### src/rtl/inep_pkg.sv
package inep_pkg;
  typedef enum logic [1:0] {
    BS_EMPTY = 2'b00,
    BS_ONE   = 2'b01,
    BS_FULL  = 2'b11
  } bsts_e;

  // count of loaded packets -> status code
  function automatic bsts_e code_of(input logic [1:0] cnt, input logic dbl);
    if (cnt == 2'd0)      return BS_EMPTY;
    else if (cnt == 2'd1) return dbl ? BS_ONE : BS_FULL;
    else                  return BS_FULL;
  endfunction
endpackage

### src/rtl/inep_wrptr.sv
module inep_wrptr #(
  parameter int LEN_W = 11
) (
  input  logic             clk,
  input  logic             rst,
  input  logic             clr,
  input  logic             wr_acc,
  input  logic             word_mode,
  input  logic [LEN_W-1:0] bsz,
  input  logic             set_take,
  input  logic             dbl,
  output logic [LEN_W-1:0] wr_ofs,
  output logic [LEN_W-1:0] wr_ofs_nxt,
  output logic             wr_sel
);
  logic [LEN_W:0] sum;

  always_comb begin
    sum = {1'b0, wr_ofs} + (word_mode ? (LEN_W+1)'(2) : (LEN_W+1)'(1));
    if (!wr_acc)                wr_ofs_nxt = wr_ofs;
    else if (sum > {1'b0, bsz}) wr_ofs_nxt = bsz;
    else                        wr_ofs_nxt = sum[LEN_W-1:0];
  end

  always_ff @(posedge clk) begin
    if (rst || clr) begin
      wr_ofs <= '0;
      wr_sel <= 1'b0;
    end else if (set_take) begin
      wr_ofs <= '0;
      if (dbl) wr_sel <= ~wr_sel;
    end else begin
      wr_ofs <= wr_ofs_nxt;
    end
  end
endmodule

### src/rtl/inep_stsreg.sv
module inep_stsreg
  import inep_pkg::*;
(
  input  logic       clk,
  input  logic       rst,
  input  logic       ep_en,
  input  logic       first,
  input  logic       dbl,
  input  logic       set_req,
  input  logic       ack_ret,
  output logic [1:0] sts,
  output logic       set_take
);
  logic [1:0] cnt, cnt_n;

  always_comb begin
    if (sts == BS_EMPTY)    cnt = 2'd0;
    else if (sts == BS_ONE) cnt = 2'd1;
    else                    cnt = dbl ? 2'd2 : 2'd1;
    set_take = set_req && (sts != BS_FULL);
    cnt_n    = cnt + {1'b0, set_take} - {1'b0, ack_ret};
  end

  always_ff @(posedge clk) begin
    if (rst || !ep_en) sts <= BS_FULL;
    else if (first)    sts <= BS_EMPTY;
    else               sts <= code_of(cnt_n, dbl);
  end
endmodule

### src/rtl/inep_txseq.sv
module inep_txseq #(
  parameter int LEN_W  = 11,
  parameter int ADDR_W = 12
) (
  input  logic              clk,
  input  logic              rst,
  input  logic              clr,
  input  logic              cont,
  input  logic              dbl,
  input  logic [LEN_W-1:0]  maxp,
  input  logic [LEN_W-1:0]  bsz,
  input  logic [ADDR_W-1:0] base_addr,
  input  logic              set_take,
  input  logic [LEN_W-1:0]  set_len,
  input  logic              wr_sel,
  input  logic              tx_go,
  input  logic              req_go,
  output logic              ack_ret,
  output logic              pkt_vld,
  output logic [LEN_W-1:0]  pkt_len,
  output logic [ADDR_W-1:0] pkt_addr
);
  logic [LEN_W-1:0] len_q [2];
  logic             rd_sel;
  logic [LEN_W-1:0] rd_ofs, rem, chunk;
  logic             last;

  for (genvar b = 0; b < 2; b++) begin : g_len
    always_ff @(posedge clk) begin
      if (rst || clr)                     len_q[b] <= '0;
      else if (set_take && (wr_sel == b)) len_q[b] <= set_len;
    end
  end

  always_comb begin
    chunk   = (rem > maxp) ? maxp : rem;
    last    = !cont || (rem <= maxp);
    ack_ret = tx_go && last;
  end

  always_ff @(posedge clk) begin
    if (rst || clr) begin
      rd_sel <= 1'b0;
      rd_ofs <= '0;
      rem    <= '0;
    end else begin
      if (set_take && cont) begin
        rem    <= set_len;
        rd_ofs <= '0;
      end
      if (tx_go) begin
        if (last) begin
          rd_ofs <= '0;
          if (dbl) rd_sel <= ~rd_sel;
        end else begin
          rem    <= rem - maxp;
          rd_ofs <= rd_ofs + maxp;
        end
      end
    end
  end

  always_ff @(posedge clk) begin
    if (rst) begin
      pkt_vld  <= 1'b0;
      pkt_len  <= '0;
      pkt_addr <= '0;
    end else begin
      pkt_vld <= req_go;
      if (req_go) begin
        pkt_len  <= cont ? chunk : len_q[rd_sel];
        pkt_addr <= base_addr + ADDR_W'(rd_sel ? bsz : '0) + ADDR_W'(rd_ofs);
      end
    end
  end
endmodule

### src/rtl/inep_buf_tracker.sv
module inep_buf_tracker
  import inep_pkg::*;
#(
  parameter int UNIT_W     = 4,
  parameter int UNIT_SHIFT = 6,
  parameter int ADDR_W     = 12,
  localparam int LEN_W     = UNIT_W + UNIT_SHIFT + 1
) (
  input  logic              clk,
  input  logic              rst,
  input  logic              ep_en,
  input  logic              dbl_buf,
  input  logic              cont_mode,
  input  logic              auto_set,
  input  logic              word_mode,
  input  logic [UNIT_W-1:0] buf_units,
  input  logic [ADDR_W-1:0] base_addr,
  input  logic [LEN_W-1:0]  maxp,
  input  logic              cpu_wr,
  input  logic              set_rdy,
  input  logic              tx_ack,
  input  logic              pkt_req,
  output logic [1:0]        sts,
  output logic [ADDR_W-1:0] wr_addr,
  output logic              pkt_vld,
  output logic [LEN_W-1:0]  pkt_len,
  output logic [ADDR_W-1:0] pkt_addr
);
  logic             en_q, first, active, dbl_eff;
  logic [LEN_W-1:0] bsz, target, wr_ofs, wr_ofs_nxt;
  logic             wr_sel, wr_acc, auto_hit, set_req, set_take, ack_ret;
  logic             has_data;

  always_ff @(posedge clk) begin
    if (rst) en_q <= 1'b0;
    else     en_q <= ep_en;
  end

  always_comb begin
    first    = ep_en && !en_q;
    active   = ep_en && en_q;
    dbl_eff  = dbl_buf && !cont_mode;
    has_data = (sts != BS_EMPTY);
    bsz      = (LEN_W'(buf_units) + LEN_W'(1)) << UNIT_SHIFT;
    target   = cont_mode ? bsz : maxp;
    wr_acc   = cpu_wr && active && !sts[1] && (wr_ofs < bsz);
    auto_hit = auto_set && wr_acc && (wr_ofs_nxt >= target);
    set_req  = (set_rdy || auto_hit) && active;
    wr_addr  = base_addr + ADDR_W'(wr_sel ? bsz : '0) + ADDR_W'(wr_ofs);
  end

  inep_wrptr #(.LEN_W(LEN_W)) u_wr (
    .clk(clk), .rst(rst), .clr(!active), .wr_acc(wr_acc),
    .word_mode(word_mode), .bsz(bsz), .set_take(set_take), .dbl(dbl_eff),
    .wr_ofs(wr_ofs), .wr_ofs_nxt(wr_ofs_nxt), .wr_sel(wr_sel)
  );

  inep_stsreg u_st (
    .clk(clk), .rst(rst), .ep_en(ep_en), .first(first), .dbl(dbl_eff),
    .set_req(set_req), .ack_ret(ack_ret), .sts(sts), .set_take(set_take)
  );

  inep_txseq #(.LEN_W(LEN_W), .ADDR_W(ADDR_W)) u_tx (
    .clk(clk), .rst(rst), .clr(!active), .cont(cont_mode), .dbl(dbl_eff),
    .maxp(maxp), .bsz(bsz), .base_addr(base_addr), .set_take(set_take),
    .set_len(wr_ofs_nxt), .wr_sel(wr_sel),
    .tx_go(tx_ack && active && has_data),
    .req_go(pkt_req && active && has_data),
    .ack_ret(ack_ret), .pkt_vld(pkt_vld), .pkt_len(pkt_len), .pkt_addr(pkt_addr)
  );
endmodule

### config.mk
export PLATFORM = sky130hd
export DESIGN_NAME = inep_buf_tracker
export DESIGN_NICKNAME = d
export VERILOG_FILES = /design/src/rtl/inep_pkg.sv /design/src/rtl/inep_wrptr.sv /design/src/rtl/inep_stsreg.sv /design/src/rtl/inep_txseq.sv /design/src/rtl/inep_buf_tracker.sv
export SDC_FILE = /design/constraint.sdc
export NUM_CORES = 1
export LEC_CHECK = 0
export ABC_AREA = 1
export CORE_ASPECT_RATIO = 1.5
export CORE_MARGIN = 3
export CORE_UTILIZATION = 55
export DETAILED_ROUTE_END_ITERATION = 8
export DONT_BUFFER_PORTS = 1
export PLACE_DENSITY = 0.7
export SYNTH_ARGS = -nofsm -noshare
export SYNTH_HDL_FRONTEND = slang
export SYNTH_SLANG_ARGS = --single-unit
### constraint.sdc
create_clock -name clk -period 11.4 [get_ports clk]
set_input_delay 1.14 -clock clk [delete_from_list [all_inputs] [get_ports clk]]
set_output_delay 1.14 -clock clk [all_outputs]
set_load 0.1 [all_outputs]
==> impl_metrics.ini, run 1 <==
[status]
outcome = finished clean

[clock_network]
clock_path_buffers = 2
cts_root_buffer = sky130_fd_sc_hd__clkbuf_16
postCtsResizedCells = 0
cts_hold_repair.buffers = 0
tritoncts_sink_count = 85
cts-buffers-inserted = 9
worst_skew_pair.late_latency_ns = 0.35
cts-htree-levels = 3
tritoncts_clock_tree = done
postCtsSetupBuffers = 0
clk_pin_slew_worst_setup_hold_paths_ns = 0.07

[sta]
timing.max_slew.rel_slack_pct = 22.7
fin_setup_tns_ns = 0
final_min_period_over_clock_period_pct = 53.1
grt_setup_unrepaired = false
fmax_mhz = 165
report.final.slew_viol_count = 0
final_critical_path_time_including_i_o_delays_and_setup_ns = 6.05
worst_slew_pin_slew_ns = 1.16
setup_violations = 0
clock-skew-final_ns = 0.00903
fin_ws_ns = 5.35
finalHoldViolCount = 0

[global_routing]
antenna_found_initial = 0
globalRouteOverflowTotal = 0
grt_start_max_net_pins = 39
grt_pass1_wl_um = 30500
global_route.usage.total_pct = 27.7
grt_pass1_vias = 5993

[setup_path]
critical_path.endpoint_type = flip-flop
largest_fanout_on_the_critical_path = 8
r2r_slack_ns = 5.79
worst_r2r_endpoint = u_st.sts[1]
startpoint_type = input pin
timing.critical_path.from = word_mode
worst_ep_arrival_time_ns = 6.28
worst_setup_path_endpoint = u_st.sts[1]
worst_r2r_path_depth = 38
crit_required_ns = 11.63
r2r_start = u_wr.wr_ofs[0]
critical_path.max_stage_delay_ns = 0.40
crit_path_slowest_cell = sky130_fd_sc_hd__fa_1
timing.setup.critical_path_class = input pin to flip-flop

[synthesis]
synth_xor_xnor_area_share_pct = 5.13
synth_top_family_by_area = simple AND/OR/NAND/NOR gates
synth_adder_area_share_pct = 18.7
edff_count_synth = 22
mappedNetlistNets = 1090
synth-compound-area-share_pct = 13.4
syn_inst = 959
yosysTopAreaCellShare_pct = 18.5
yosys_most_used_dff = sky130_fd_sc_hd__dfxtp_1
async_reset_ff_share_pct = 0
postSynthRegisterBits = 85
simple_gate_share_of_the_synthesized_area_pct = 25.6
synth-warning-count = 0
post_synth_instance_area_um2 = 6830
post_synth_top_area_cell = sky130_fd_sc_hd__dfxtp_1
synth_cell_types = 39
post_synth.cell_area_avg_um2 = 7.12
seq_area_frac_synth_pct = 28.1
synth.top_cells.by_area = sky130_fd_sc_hd__dfxtp_1, sky130_fd_sc_hd__ha_1, sky130_fd_sc_hd__nand2_1, sky130_fd_sc_hd__edfxtp_1, sky130_fd_sc_hd__inv_1
mux_cell_area_share_after_synthesis_pct = 0

[route]
met2RoutedLength_um = 9440
drt-initial-drc-count = 407
remaining_number_of_nets_flagged_by_the_antenna_check_after_routing = 0
routed-via-count = 6116
drt-met1-wl_um = 7590
routed_wl_um = 18900
top_layer_reached_by_signal_wires = met4
post_route_drc_violation_count = 0
post_drt_via_cell_ratio = 5.52
pre_antenna_drt_iters = 5
detail_route.wl_per_cell_um = 17.0
route.met3.wl_um = 979

[cells_and_area]
finalNetCount = 1081
n_fill_cell = 1166
antenna_cells = 0
finish.cell_count_without_fillers = 1108
final_cell_mix = sky130_fd_sc_hd__nand2_1, sky130_fd_sc_hd__inv_1, sky130_fd_sc_hd__nor2_1
post_route_cells_drive_above_1_share_pct = 6.18
layout_commonest_cell = sky130_fd_sc_hd__nand2_1
area_growth_pct = 7.29

[floorplanning]
top_level_ports = 76
dieArea_um2 = 13800
starting_utilization_of_the_core_area_pct = 56.6
die_height_um = 142
design.core.area_um2 = 12100
die_x_um = 97
floorplan.rows = 49

[place]
post-place-ws_ns = 5.05
place.detailed.hpwl_um = 15100
place.detailed.instances = 1092
gp_routability_congestion = 0.964
portBuffers = 0

[power]
p_per_area_nw_per_um2 = 98.9
vdd_drop_max_uv = 70.5
p_leak_nw = 3.59

[job]
max_cap_viol_count = 0

[worst_hold_path]
hold_crit_path_type = flip-flop to flip-flop
Yosys cell counts (14+ instances only):
master and count:
sky130_fd_sc_hd__nor2_1 124, sky130_fd_sc_hd__nand3_1 44, sky130_fd_sc_hd__clkbuf_1 15, sky130_fd_sc_hd__xor2_1 26, sky130_fd_sc_hd__edfxtp_1 22, sky130_fd_sc_hd__ha_1 78, sky130_fd_sc_hd__nand4_1 14, sky130_fd_sc_hd__nand2_1 202
sky130_fd_sc_hd__inv_1 127, sky130_fd_sc_hd__o21ai_0 68, sky130_fd_sc_hd__xnor2_1 14, sky130_fd_sc_hd__fa_1 15, sky130_fd_sc_hd__dfxtp_1 63, sky130_fd_sc_hd__a21oi_1 63
critical path: cells and delay by family:
family | cells | cell delay (ns)
AO/OA/AOI/OAI | 3 | 0.48
XOR/XNOR | 2 | 0.34
adder cells (fa/ha/maj) | 6 | 1.68
buffers and inverters | 7 | 0.53
AND/OR/NAND/NOR | 21 | 2.11
flip-flops by register name, indices dropped and copies added, names as in the netlist, named ones only:
| register | flops |
|---|---|
| en_q | 1 |
| u_st.sts | 2 |
| u_tx.len_q | 22 |
| u_tx.pkt_addr | 12 |
| u_tx.pkt_len | 11 |
| u_tx.pkt_vld | 1 |
| u_tx.rd_ofs | 11 |
| u_tx.rd_sel | 1 |
| u_tx.rem | 11 |
| u_wr.wr_ofs | 11 |
| u_wr.wr_sel | 1 |
report_power, final:
group / internal, W / switching, W
Combinational: 0.0000246 / 0.0000579
Clock: 0.000156 / 0.000146
Sequential: 0.000313 / 0.0000266
area by class of cell:
cell class                 count  area (um2)  share of cell area, %
inverter                     133         507                   6.91
timing repair buffer           6        45.0                  0.615
sequential                    85        1920                   26.2
multi-input combinational    715        4360                   59.5
tap                          153         191                   2.61
clock buffer                   9         225                   3.07
clock inverter                 7        76.3                   1.04
cells by family (layout without fill, tap and decap cells):
| family | after synthesis | after routing |
|---|---|---|
| AO/OA/AOI/OAI | 168 | 168 |
| XOR/XNOR | 40 | 40 |
| adder cells (fa/ha/maj) | 93 | 93 |
| buffers and inverters | 159 | 155 |
| flip-flops | 85 | 85 |
| AND/OR/NAND/NOR | 414 | 414 |
per-stage QoR:
step	cell area, um2	hold WS [ns]	total power [W]	util (%)
final	7330	0.506	0.000725	60.7
after detailed placement	7030	0.501	0.000430	58.2
after global placement	7030	0.489	0.000429	58.2
after floorplan	6830	0.461	0.000415	-
after global routing	7330	0.556	0.000748	60.7
after CTS	7330	0.510	0.000728	60.7
how the worst min path moves through the flow:
stage               startpoint         endpoint  slack [ns]  cells after the start
6_report                  en_q      u_st.sts[0]        0.51                      2
5_1_grt        u_tx.rd_ofs[10]  u_tx.rd_ofs[10]        0.56                      2
4_1_cts                   en_q      u_st.sts[0]        0.51                      2
3_5_place_dp              en_q      u_st.sts[0]        0.50                      2
3_3_place_gp              en_q      u_st.sts[0]        0.49                      2
2_1_floorplan   u_tx.rd_ofs[0]   u_tx.rd_ofs[0]        0.46                      2
metal layers:
| layer | vias up | track usage [%] |
|---|---|---|
| met4 | 0 | 13.2 |
| met1 | 2814 | 31.6 |
| li1 | 3091 | - |
| met3 | 49 | 5.00 |
| met2 | 162 | 50.0 |
| met5 | - | 0 |
No activity file was read; power rests on OpenSTA's default activity.
==> run 2, diff against run 1 <==
- clock period: 11.4 -> 6.1 ns (I/O delays scaled with it)
==> run 2 against run 1 <==
  * Critical path depth is 1 lower
  * Sequential cell count unchanged
  * Via count up 1.3%
  * Die area unchanged
  * Largest cell class unchanged
  * Highest routed layer unchanged
==> impl_metrics.ini, run 2 (synthesis results as in run 1) <==
[cells_and_area]
area_growth_pct = 8.04
layout_commonest_cell = sky130_fd_sc_hd__nand2_1
largestRegisters = u_tx.len_q x22, u_tx.pkt_addr x12
final_cell_mix = sky130_fd_sc_hd__nand2_1, sky130_fd_sc_hd__inv_1, sky130_fd_sc_hd__nor2_1
regMostFlops = u_tx.len_q
post_route_cells_drive_above_1_share_pct = 6.77
finalNetCount = 1086
antenna_cells = 0
largest_reg_flops = 22

[clock_network]
cts-buffers-inserted = 9
cts-htree-levels = 3
clk_pin_slew_worst_setup_hold_paths_ns = 0.07
clock_path_buffers = 2
postCtsSetupBuffers = 0
worst_skew_pair.late_latency_ns = 0.35
cts_root_buffer = sky130_fd_sc_hd__clkbuf_16
tritoncts_clock_tree = done
tritoncts_sink_count = 85

[floorplanning]
floorplan.rows = 49
dieArea_um2 = 13800
die_x_um = 97
top_level_ports = 76
design.core.area_um2 = 12100
die_height_um = 142
starting_utilization_of_the_core_area_pct = 56.6

[setup_path]
crit_path_slowest_cell = sky130_fd_sc_hd__fa_1
critical_path.endpoint_type = flip-flop
timing.setup.critical_path_class = flip-flop to flip-flop
worst_r2r_path_depth = 38
cpMostUsedCell = sky130_fd_sc_hd__nand2_1
crit_required_ns = 6.32
startpoint_type = flip-flop
worst_ep_arrival_time_ns = 5.70
critical_path.max_stage_delay_ns = 0.40
largest_fanout_on_the_critical_path = 8

[sta]
timing.max_slew.rel_slack_pct = 22.1
grt_setup_unrepaired = false
worst_slew_pin_slew_ns = 1.17
setup_violations = 0
finalHoldViolCount = 0
final_critical_path_time_including_i_o_delays_and_setup_ns = 5.47
report.final.slew_viol_count = 0
clock-skew-final_ns = 0.00656
fin_hold_ws_ns = 0.324
fmax_mhz = 183
final_min_period_over_clock_period_pct = 89.7
fin_setup_tns_ns = 0

[global_routing]
antenna_found_initial = 0
grt_pass1_vias = 6024
grt_pass1_wl_um = 30600
globalRouteOverflowTotal = 0
grt_start_max_net_pins = 39
global_route.usage.total_pct = 27.9

[place]
gp_routability_congestion = 0.904
portBuffers = 0
place.detailed.hpwl_um = 15200

[route]
remaining_number_of_nets_flagged_by_the_antenna_check_after_routing = 0
detail_route.wl_per_cell_um = 17.0
post_drt_via_cell_ratio = 5.57
pre_antenna_drt_iters = 6
routed_wl_um = 18900
routed-via-count = 6194
drt-initial-drc-count = 378
post_route_drc_violation_count = 0

[worst_hold_path]
hold_crit_path_type = input pin to flip-flop
whs_path_depth = 1

[status]
outcome = finished clean

[power]
p_per_area_nw_per_um2 = 186
p_leak_nw = 3.63
vdd_drop_max_uv = 123

[job]
max_cap_viol_count = 0
## run 2: changes by cell type in the layout (fill, tap and decap cells not counted), sizes merged
cell | before | now
inv | 133 | 132
bufinv | 0 | 1
buf | 6 | 11
clkinvlp | 0 | 1
clkinv | 7 | 6
## run 2: critical path, delay by kind of cell, from the launching register on
kind	cells	cell delay, ns
DFF	1	0.39
adders and majority gates	6	1.71
xor gates and xnor gates	2	0.32
and+or+nand+nor	21	2.02
AOI/OAI and AO/OA	3	0.46
buffers and inverters	6	0.43
## run 2: cell type report
type	instances	area (um2)
clock buffers	9	225
inverters	133	507
flip-flops and latches	85	1920
repair buffers	11	82.6
fillers	1148	4700
well taps	153	191
multi-input cells	715	4370
clock inverters	7	80.1
## run 2: metrics by stage
stage          setup slack (ns)  instance area [um2]  power, W  utilization [%]  cells
6_report                  0.629                 7380   0.00137             61.1   1113
5_1_grt                  0.0153                 7380   0.00141             61.1   1113
4_1_cts                   0.596                 7370   0.00137             61.0   1113
3_5_place_dp              0.306                 7070  0.000805             58.5   1097
3_3_place_gp              0.428                 7070  0.000803             58.5   1097
2_1_floorplan             0.821                 6830  0.000776                -    959
## run 2: worst paths after layout
check,from,end,slack (ns)
max,u_wr.wr_ofs[0],u_st.sts[1],0.63
min,rst,u_tx.pkt_vld,0.32
max reg2reg,u_wr.wr_ofs[0],u_st.sts[1],0.63
min reg2reg,en_q,u_st.sts[0],0.51
## run 2: layer usage
metal / GRT usage, % / vias to the layer above / routed length, um
met5: 0 / - / 0
met3: 5.25 / 59 / 1170
met1: 31.9 / 2810 / 7380
li1: - / 3118 / -
met2: 49.7 / 207 / 9470
met4: 13.8 / 0 / 905
## run 2: where the power goes
| group | switching, W | internal, W |
|---|---|---|
| Combinational | 0.000113 | 0.0000472 |
| Clock | 0.000254 | 0.000324 |
| Sequential | 0.0000462 | 0.000586 |
| Total | 0.000413 | 0.000956 |
## run 2: repair_timing
action	4_1_cts	5_1_grt
hold buffers	0	0
resized for setup	0	2
endpoints found under the setup margin	0	2
